[src/rtl/gpio_irq_pkg.sv]
package gpio_irq_pkg;
   localparam int unsigned OFS_W = 8;
   // register byte offsets
   localparam logic [OFS_W-1:0] OFS_MODE   = 8'h04;  // 1 = level
   localparam logic [OFS_W-1:0] OFS_BOTH   = 8'h08;  // 1 = either edge
   localparam logic [OFS_W-1:0] OFS_POL    = 8'h0C;  // 1 = rising / high
   localparam logic [OFS_W-1:0] OFS_ENA    = 8'h10;  // 1 = enabled
   localparam logic [OFS_W-1:0] OFS_RAW    = 8'h14;
   localparam logic [OFS_W-1:0] OFS_MASKED = 8'h18;
   localparam logic [OFS_W-1:0] OFS_CLEAR  = 8'h1C;
endpackage

[src/rtl/gpio_irq_sync.sv]
// Reset-to-zero register chain, used for pin sync and request delay.
module gpio_irq_sync #(
   parameter int unsigned W      = 1,
   parameter int unsigned STAGES = 2
) (
   input  logic         clk,
   input  logic         rst_n,
   input  logic [W-1:0] d,
   output logic [W-1:0] q
);
   if (W < 1) begin : g_bad_w
      $error("gpio_irq_sync: W must be at least 1");
   end

   if (STAGES == 0) begin : g_wire
      assign q = d;
   end else begin : g_chain
      logic [W-1:0] st [STAGES];
      always_ff @(posedge clk or negedge rst_n) begin
         if (!rst_n) begin
            for (int i = 0; i < int'(STAGES); i++) st[i] <= '0;
         end else begin
            st[0] <= d;
            for (int i = 1; i < int'(STAGES); i++) st[i] <= st[i-1];
         end
      end
      assign q = st[STAGES-1];
   end
endmodule

[src/rtl/gpio_irq_detect.sv]
// Per-pin edge/level detection and latched edge status.
module gpio_irq_detect #(
   parameter int unsigned N = 12
) (
   input  logic         clk,
   input  logic         rst_n,
   input  logic [N-1:0] pin_s,
   input  logic [N-1:0] mode_lvl,
   input  logic [N-1:0] pol,
   input  logic [N-1:0] both,
   input  logic [N-1:0] clr,
   output logic [N-1:0] edge_evt,
   output logic [N-1:0] raw_st
);
   logic [N-1:0] prev_q;
   logic [N-1:0] lat_q;

   always_ff @(posedge clk or negedge rst_n) begin
      if (!rst_n) prev_q <= '0;
      else        prev_q <= pin_s;
   end

   for (genvar i = 0; i < int'(N); i++) begin : g_pin
      logic rise, fall;
      assign rise = pin_s[i] & ~prev_q[i];
      assign fall = ~pin_s[i] & prev_q[i];
      assign edge_evt[i] = both[i] ? (rise | fall) : (pol[i] ? rise : fall);

      // new edge beats a simultaneous clear; level mode holds no latch
      always_ff @(posedge clk or negedge rst_n) begin
         if (!rst_n) lat_q[i] <= 1'b0;
         else        lat_q[i] <= ~mode_lvl[i] & (edge_evt[i] | (lat_q[i] & ~clr[i]));
      end

      assign raw_st[i] = mode_lvl[i] ? (pin_s[i] == pol[i]) : lat_q[i];
   end
endmodule

[src/rtl/gpio_irq_regs.sv]
// Configuration registers, clear strobe and read multiplexer.
module gpio_irq_regs
   import gpio_irq_pkg::*;
#(
   parameter int unsigned N  = 12,
   parameter int unsigned DW = 32,
   parameter int unsigned AW = 8
) (
   input  logic          clk,
   input  logic          rst_n,
   input  logic          bus_we,
   input  logic [AW-1:0] bus_addr,
   input  logic [DW-1:0] bus_wdata,
   input  logic [N-1:0]  raw_st,
   input  logic [N-1:0]  masked_st,
   output logic [N-1:0]  mode_q,
   output logic [N-1:0]  pol_q,
   output logic [N-1:0]  both_q,
   output logic [N-1:0]  ena_q,
   output logic [N-1:0]  clr_hit,
   output logic [DW-1:0] bus_rdata
);
   if (N > DW) begin : g_bad_n
      $error("gpio_irq_regs: pin count exceeds data width");
   end
   if (AW < OFS_W) begin : g_bad_aw
      $error("gpio_irq_regs: address too narrow for the register map");
   end

   logic [N-1:0] wfield;
   assign wfield = bus_wdata[N-1:0];

   always_ff @(posedge clk or negedge rst_n) begin
      if (!rst_n) begin
         mode_q <= '0;
         pol_q  <= '0;
         both_q <= '0;
         ena_q  <= '0;
      end else if (bus_we) begin
         if (bus_addr == AW'(OFS_MODE)) mode_q <= wfield;
         if (bus_addr == AW'(OFS_POL))  pol_q  <= wfield;
         if (bus_addr == AW'(OFS_BOTH)) both_q <= wfield;
         if (bus_addr == AW'(OFS_ENA))  ena_q  <= wfield;
      end
   end

   assign clr_hit = (bus_we && bus_addr == AW'(OFS_CLEAR)) ? wfield : '0;

   logic [N-1:0] rd_n;
   always_comb begin
      rd_n = '0;
      if      (bus_addr == AW'(OFS_MODE))   rd_n = mode_q;
      else if (bus_addr == AW'(OFS_POL))    rd_n = pol_q;
      else if (bus_addr == AW'(OFS_BOTH))   rd_n = both_q;
      else if (bus_addr == AW'(OFS_ENA))    rd_n = ena_q;
      else if (bus_addr == AW'(OFS_RAW))    rd_n = raw_st;
      else if (bus_addr == AW'(OFS_MASKED)) rd_n = masked_st;
   end
   assign bus_rdata = DW'(rd_n);
endmodule

[src/rtl/gpio_irq_port.sv]
// Port interrupt detector top: pin sync, detection, registers, request delay.
module gpio_irq_port #(
   parameter int unsigned NUM_PINS    = 12,
   parameter int unsigned DATA_W      = 32,
   parameter int unsigned ADDR_W      = 8,
   parameter int unsigned IN_SYNC     = 2,
   parameter int unsigned IRQ_DELAY   = 2
) (
   input  logic                clk,
   input  logic                rst_n,
   input  logic [NUM_PINS-1:0] pin_in,
   input  logic                bus_we,
   input  logic [ADDR_W-1:0]   bus_addr,
   input  logic [DATA_W-1:0]   bus_wdata,
   output logic [DATA_W-1:0]   bus_rdata,
   output logic                irq_out
);
   if (NUM_PINS < 1) begin : g_bad_pins
      $error("gpio_irq_port: need at least one pin");
   end

   logic [NUM_PINS-1:0] pin_s, mode_q, pol_q, both_q, ena_q, clr_hit;
   logic [NUM_PINS-1:0] edge_evt, raw_st, masked_st;
   logic                irq_pre;

   gpio_irq_sync #(.W(NUM_PINS), .STAGES(IN_SYNC)) u_pin_sync (
      .clk(clk), .rst_n(rst_n), .d(pin_in), .q(pin_s)
   );

   gpio_irq_regs #(.N(NUM_PINS), .DW(DATA_W), .AW(ADDR_W)) u_regs (
      .clk(clk), .rst_n(rst_n),
      .bus_we(bus_we), .bus_addr(bus_addr), .bus_wdata(bus_wdata),
      .raw_st(raw_st), .masked_st(masked_st),
      .mode_q(mode_q), .pol_q(pol_q), .both_q(both_q), .ena_q(ena_q),
      .clr_hit(clr_hit), .bus_rdata(bus_rdata)
   );

   gpio_irq_detect #(.N(NUM_PINS)) u_detect (
      .clk(clk), .rst_n(rst_n), .pin_s(pin_s),
      .mode_lvl(mode_q), .pol(pol_q), .both(both_q), .clr(clr_hit),
      .edge_evt(edge_evt), .raw_st(raw_st)
   );

   assign masked_st = raw_st & ena_q;
   assign irq_pre   = |masked_st;

   gpio_irq_sync #(.W(1), .STAGES(IRQ_DELAY)) u_irq_dly (
      .clk(clk), .rst_n(rst_n), .d(irq_pre), .q(irq_out)
   );
endmodule

[config.mk]
export PLATFORM = sky130hd
export DESIGN_NAME = gpio_irq_port
export DESIGN_NICKNAME = d
export VERILOG_FILES = /design/src/rtl/gpio_irq_pkg.sv /design/src/rtl/gpio_irq_sync.sv /design/src/rtl/gpio_irq_detect.sv /design/src/rtl/gpio_irq_regs.sv /design/src/rtl/gpio_irq_port.sv
export SDC_FILE = /design/constraint.sdc
export NUM_CORES = 1
export LEC_CHECK = 0
export BUFFER_PORTS_ARGS = -buffer_cell sky130_fd_sc_hd__buf_2
export CORE_ASPECT_RATIO = 0.6
export CORE_MARGIN = 8
export CORE_UTILIZATION = 50
export DETAILED_ROUTE_END_ITERATION = 10
export PLACE_DENSITY = 0.72
export SYNTH_ARGS = -nofsm -noshare
export SYNTH_HDL_FRONTEND = slang
export SYNTH_SLANG_ARGS = --single-unit
[constraint.sdc]
create_clock -name clk -period 1.91 [get_ports clk]
set_input_delay 0.2865 -clock clk [delete_from_list [all_inputs] [get_ports clk]]
set_output_delay 0.2865 -clock clk [all_outputs]
set_load 0.1 [all_outputs]
==> run_results.csv, run 1 <==
group,metric,value,unit
route,drc,0,
logic_synthesis,ys_seq_elements,98,
cts,cts_tree,"built",
outcome,violations,"negative hold slack, negative setup slack",
placement,place_congestion,0.863,
route,postRouteWirelength,13500,µm
logic_synthesis,synthCells,491,
die,dieArea,0.0143,mm²
route,via_count,4133,
layout,syn_to_final_growth,30.4,%
placement,port_buffers,47,
die,dieWidth,149,µm
cts,cts_buffer_depth,2,
timing,fmax,466,MHz
setup_path,critPathBufInv,1,
global_routing,overflow,0,
setup_path,crit_arrival,1.86,ns
route,dr.pass1.iters,5,
layout,instances_no_fill,740,
setup_path,critPathTopFamily,"compound AO/OA/AOI/OAI gates",
cts,numClockSinks,98,
cts,htreeDepth,3,
route,wl_per_cell,18.2,µm
die,pin_count,88,
logic_synthesis,synth.area.top_cells,"dfrtp_1, mux2_2, ha_1",
global_routing,grt.total_usage,0.196,
setup_path,r2r_cells,6,
power_and_ir_drop,p_leak,3.24,nW
setup_path,crit_type,"reg2out",
timing,worst_slew_pin_slew,0.525,ns
layout,layout-drive-gt1-share,0.376,
die,row_count,29,
logic_synthesis,seq_area_frac_synth,0.463,
global_routing,antenna_found_initial,0,
logic_synthesis,synth_flop_cell,"dfrtp_1",
cts,numCtsBuffers,9,
layout,fin_util,0.661,
die,coreArea,0.0105,mm²
setup_path,cp.required,1.62,ns
timing,hold_ws,-0.00725,ns
global_routing,grt_pass1_wl,22100,µm
placement,hpwl,9500,µm
logic_synthesis,netlist_area,0.00530,mm²
hold_path,hold_class,"in2async",
logic_synthesis,ys_async_sr_fraction,1.00,
timing,maxSlewHeadroom,0.650,
layout,layout.nets,675,
timing,setup_ws,-0.237,ns
placement,placed_cell_area,0.00624,mm²
job,maxCapViolations,0,
setup_path,cp.depth,5,
timing,fin_tns_setup,-1.57,ns
placement,pre_cts_slack,-0.0604,ns
timing,skew,0.0103,ns
logic_synthesis,ys_types,47,
logic_synthesis,syn_area_per_cell,10.8,µm²
power_and_ir_drop,ir_drop,510,µV
route,drtAntennaViolNets,0,
timing,final-hold-violation-count,7,
cts,clk_latency,0.35,ns
setup_path,cp-start-kind,"flop",
setup_path,crit_slowest_cell,"dfrtp_1",
timing,min_period_over_period,1.12,
timing,setup_violations,11,
logic_synthesis,synth_top_area_frac,0.463,
global_routing,grt_pass1_vias,4314,
setup_path,path_cells,"xor2_2 -> o211ai_1 -> a32oi_1 -> o32ai_4 -> buf_12",
setup_path,endpoint_kind,"primary output",
route,viasPerCell,5.59,
power_and_ir_drop,power.density,728,mW/mm²
setup_path,max_stage_delay,0.41,ns
timing,rsz0062_at_grt,"yes",
cts,clock_tree.root_cell,"clkbuf_16",
placement,dp.cells,696,
layout,diodes,0,
logic_synthesis,synth-edff-count,0,
logic_synthesis,ys_warn_count,0,
setup_path,cp_max_fo,3,
timing,fin_crit,2.15,ns
logic_synthesis,yosysTopAreaCell,"dfrtp_1",
die,die_y,95.8,µm
outcome,outcome,"finished with violations",
global_routing,grt_max_degree,99,
power_and_ir_drop,finalPower,5.03,mW
layout,design_area,0.00691,mm²
route,first_iter_violations,305,
cts,cts.reportedPaths.clkPinSlew,0.07,ns
timing,slew_viol_final,0,
die,start_util,0.507,
==> report_power, final <==
group	switching, mW	leakage [nW]	internal (mW)
Combinational	0.538	1.93	0.318
Clock	0.828	0.147	1.07
Sequential	0.0980	1.17	2.18
Total	1.46	3.24	3.57
==> worst reg2reg max path, cell delays in order, from the launching register on <==
cell and delay [ns]:
dfrtp_1 0.42, xor2_2 0.26, buf_4 0.15, a211oi_1 0.08
a2111oi_1 0.48, buf_4 0.19, nand4_1 0.14
==> cells by family after synthesis <==
| kind of cell | after synthesis | share of synthesized area |
|---|---|---|
| xor gates and xnor gates | 12 | 0.0198 |
| muxes | 64 | 0.135 |
| other | 1 | 0.000708 |
| and+or+nand+nor | 85 | 0.0961 |
| adders and majority gates | 24 | 0.0567 |
| AOI/OAI and AO/OA | 114 | 0.143 |
| DFF | 98 | 0.463 |
| buffers and inverters | 93 | 0.0866 |
==> area by class of cell <==
class,instances,area (µm²)
inverters,50,188
clock buffers,10,239
well taps,139,174
repair buffers,118,1020
fillers,797,3540
flip-flops and latches,98,2460
multi-input cells,319,2760
clock inverters,6,73.8
==> state kept, by name (all words and copies together) (netlist names), 12 cells and up <==
| signal | flops |
|---|---|
| u_regs.pol_q | 12 |
| u_regs.mode_q | 12 |
| u_pin_sync.q | 12 |
| u_detect.prev_q | 12 |
| u_regs.ena_q | 12 |
| u_detect.lat_q | 12 |
| u_regs.both_q | 12 |
| u_pin_sync.g_chain.st | 12 |
==> routing by layer <==
layer / part of all wire / vias up / global-route usage
met5: 0 / - / 0
met4: 0.014 / 0 / 0.0693
met3: 0.074 / 21 / 0.0479
met2: 0.47 / 163 / 0.316
met1: 0.44 / 2054 / 0.257
li1: - / 1895 / -
==> layout by cell type (no fill, tap or decap), types with 2 or more instances in the layout <==
master / n
o32ai_1: 2
o21ai_0: 27
nand2b_1: 10
xor2_1: 2
dfrtp_1: 90
a22oi_1: 7
a211o_1: 2
xor2_2: 7
nand3b_1: 11
nand2_1: 20
nor3b_2: 4
mux2_4: 4
a211oi_1: 5
conb_1: 20
and2_1: 3
nor2b_1: 4
xnor2_1: 2
a211oi_2: 3
ha_1: 24
mux2_2: 45
buf_4: 66
nor2_1: 22
clkbuf_16: 9
a21oi_1: 23
o211ai_1: 17
o32ai_4: 7
buf_2: 34
inv_1: 50
a32oi_1: 6
a22o_2: 3
buf_12: 17
nor4_4: 3
clkinvlp_4: 2
a21oi_4: 2
dfrtp_2: 8
nand4b_1: 2
mux2i_1: 15
==> path summary, 6_finish.rpt <==
path                                                           from                             endpoint  slack (ns)
worst max-delay path                   u_regs.pol_q[11]$_DFFE_PN0P_                        bus_rdata[11]       -0.24
min in group clk                                          pin_in[5]  u_pin_sync.g_chain.st[17]$_DFF_PN0_        0.04
worst min register to register  u_pin_sync.g_chain.st[12]$_DFF_PN0_            u_pin_sync.q[0]$_DFF_PN0_        0.35
worst min-delay path                                          rst_n          u_regs.pol_q[4]$_DFFE_PN0P_      -0.007
max in group asynchronous                                     rst_n            u_pin_sync.q[1]$_DFF_PN0_        1.49
worst max register to register          u_regs.pol_q[4]$_DFFE_PN0P_    u_irq_dly.g_chain.st[1]$_DFF_PN0_        0.04
==> synthesized netlist by cell type, drive strengths merged (3+ instances only) <==
cell / count
nand3b: 11
a22o: 3
buf: 32
mux2i: 15
nor2: 22
inv: 50
nand2b: 10
o211ai: 17
nand2: 20
mux2: 49
xor2: 10
ha: 24
a211oi: 8
a22oi: 7
nor4: 3
nor3b: 4
dfrtp: 98
a21oi: 25
a32oi: 7
clkbuf: 11
o21ai: 27
nor2b: 5
and2: 3
o32ai: 9
==> repair_timing <==
item,in CTS,in global routing
hold buffers,0,0
setup buffers,28,1
endpoints found under the setup margin,13,13
pin swaps,32,9
resized for setup,25,6
Note: power is estimated with default switching activity, not from simulation.
==> run 2: changes to the inputs <==
- CTS_BUF_LIST: default -> sky130_fd_sc_hd__clkbuf_8
==> run_results.csv, run 2 (synthesis results as in run 1) <==
group,metric,value,unit
die,start_util,0.507,
timing,hold_ws,0.152,ns
cts,cts_buffer_depth,2,
hold_path,min_from,"bus_wdata[5]",
timing,setup_ws,-0.292,ns
global_routing,overflow,0,
route,via_count,4177,
cts,numCtsBuffers,9,
cts,htreeDepth,3,
route,viasPerCell,5.56,
timing,setup_violations,12,
power_and_ir_drop,p_leak,3.24,nW
placement,port_buffers,47,
setup_path,crit_arrival,1.92,ns
timing,slew_viol_final,0,
global_routing,grt_pass1_wl,22000,µm
cts,clk_latency,0.39,ns
die,pin_count,88,
layout,ff_latch_area,0.00246,mm²
setup_path,crit_type,"reg2out",
layout,final_common_cell,"dfrtp_1",
hold_path,holdPathStages,2,
timing,maxSlewHeadroom,0.625,
timing,fin_crit,2.20,ns
layout,layout_common_cells,"dfrtp_1, buf_4, inv_1",
route,first_iter_violations,376,
outcome,outcome,"finished with violations",
hold_path,hold_class,"in2reg",
layout,multi_input_area,0.00275,mm²
setup_path,r2r_end,"u_irq_dly.g_chain.st[1]$_DFF_PN0_",
route,met3_length,910,µm
route,met2_length,6320,µm
route,drc,0,
layout,layout.nets,686,
timing,fmax,454,MHz
outcome,violations,"negative setup slack",
placement,placed_cell_area,0.00624,mm²
setup_path,rr_startpoint,"u_regs.pol_q[4]$_DFFE_PN0P_",
route,drtAntennaViolNets,0,
setup_path,endpoint_kind,"primary output",
layout,syn_to_final_growth,30.5,%
layout,layout-drive-gt1-share,0.366,
setup_path,cp_max_fo,2,
placement,hpwl,9500,µm
global_routing,grt.total_usage,0.195,
route,wirelength_met1,6050,µm
layout,diodes,0,
die,die_y,95.8,µm
route,dr.pass1.iters,5,
power_and_ir_drop,ir_drop,558,µV
route,maxUsedRoutingLayer,"met4",
global_routing,grt_pass1_vias,4287,
layout,design_area,0.00692,mm²
cts,clock_tree.root_cell,"clkbuf_8",
route,wl_per_cell,17.9,µm
timing,skew,0.0111,ns
die,coreArea,0.0105,mm²
power_and_ir_drop,power.density,662,mW/mm²
timing,final-hold-violation-count,0,
global_routing,antenna_found_initial,0,
timing,rsz0062_at_grt,"yes",
power_and_ir_drop,finalPower,4.58,mW
setup_path,r2r_cells,6,
layout,fin_util,0.662,
die,row_count,29,
layout,fillerInstances,806,
setup_path,cp.required,1.62,ns
route,postRouteWirelength,13400,µm
setup_path,cp-startpoint,"u_regs.pol_q[9]$_DFFE_PN0P_",
setup_path,cp-start-kind,"flop",
die,dieArea,0.0143,mm²
cts,cts.reportedPaths.clkPinSlew,0.10,ns
setup_path,ff2ff_setup_slack,0.14,ns
hold_path,hold_path_end,"u_regs.pol_q[5]$_DFFE_PN0P_",
global_routing,grt_max_degree,99,
cts,numClockSinks,98,
die,dieWidth,149,µm
placement,place_congestion,0.863,
cts,cts_tree,"built",
timing,worst_slew_pin_slew,0.563,ns
job,maxCapViolations,0,
timing,min_period_over_period,1.15,
run 2: cell count changes in the layout (fill, tap and decap cells not counted), sizes merged:
cell,change
buf,-2
dlygate4sd3,+13
run 2: critical path: stages (launching register included):
cell and delay, ns:
dfrtp_1 0.42, xor2_2 0.20, o211ai_1 0.22, a32oi_1 0.17, o32ai_4 0.30, buf_12 0.22
run 2: final cells by class:
type                            instances  area share
Tap cell                              139      0.0251
Inverter                               50      0.0271
Sequential cell                        98       0.356
Timing Repair Buffer                  129       0.164
Multi-Input combinational cell        319       0.398
Clock buffer                           10      0.0199
Clock inverter                          6      0.0107
run 2: metal layers:
metal  vias to the layer above  global-route usage
li1                       1913                   -
met1                      2105               0.261
met2                       143               0.314
met5                         -                   0
met3                        16              0.0507
met4                         0              0.0493
run 2: stage by stage:
step / setup TNS, ns / setup slack (ns) / instances
6_report: -2.14 / -0.292 / 751
5_1_grt: -3.10 / -0.390 / 751
4_1_cts: -2.35 / -0.304 / 750
3_5_place_dp: -1.00 / -0.0604 / 696
3_3_place_gp: -0.368 / -0.0209 / 696
2_1_floorplan: -1.20 / -0.172 / 510
run 2: repair_timing:
| action | 4_1_cts | 5_1_grt |
|---|---|---|
| endpoints found under the setup margin | 13 | 12 |
| setup buffers | 26 | 1 |
| pin swaps | 28 | 11 |
| endpoints found under the hold margin | 110 | 0 |
| hold buffers | 13 | 0 |
| gates resized for setup | 23 | 8 |
run 2: report_power, final:
part	leakage (nW)	switching (mW)	internal, mW	total, mW
sequential	1.17	0.0964	2.18	2.28
clock	0.101	0.771	0.657	1.43
combinational	1.97	0.545	0.330	0.875
total	3.24	1.41	3.17	4.58
run 2: how the worst max path moves through the flow:
stage | slack, ns | endpoint
floorplan | -0.17 | bus_rdata[0]
global placement | -0.02 | u_regs.pol_q[0]$_DFFE_PN0P_
detailed placement | -0.06 | bus_rdata[4]
CTS | -0.30 | bus_rdata[9]
global route | -0.39 | bus_rdata[9]
finish | -0.29 | bus_rdata[9]
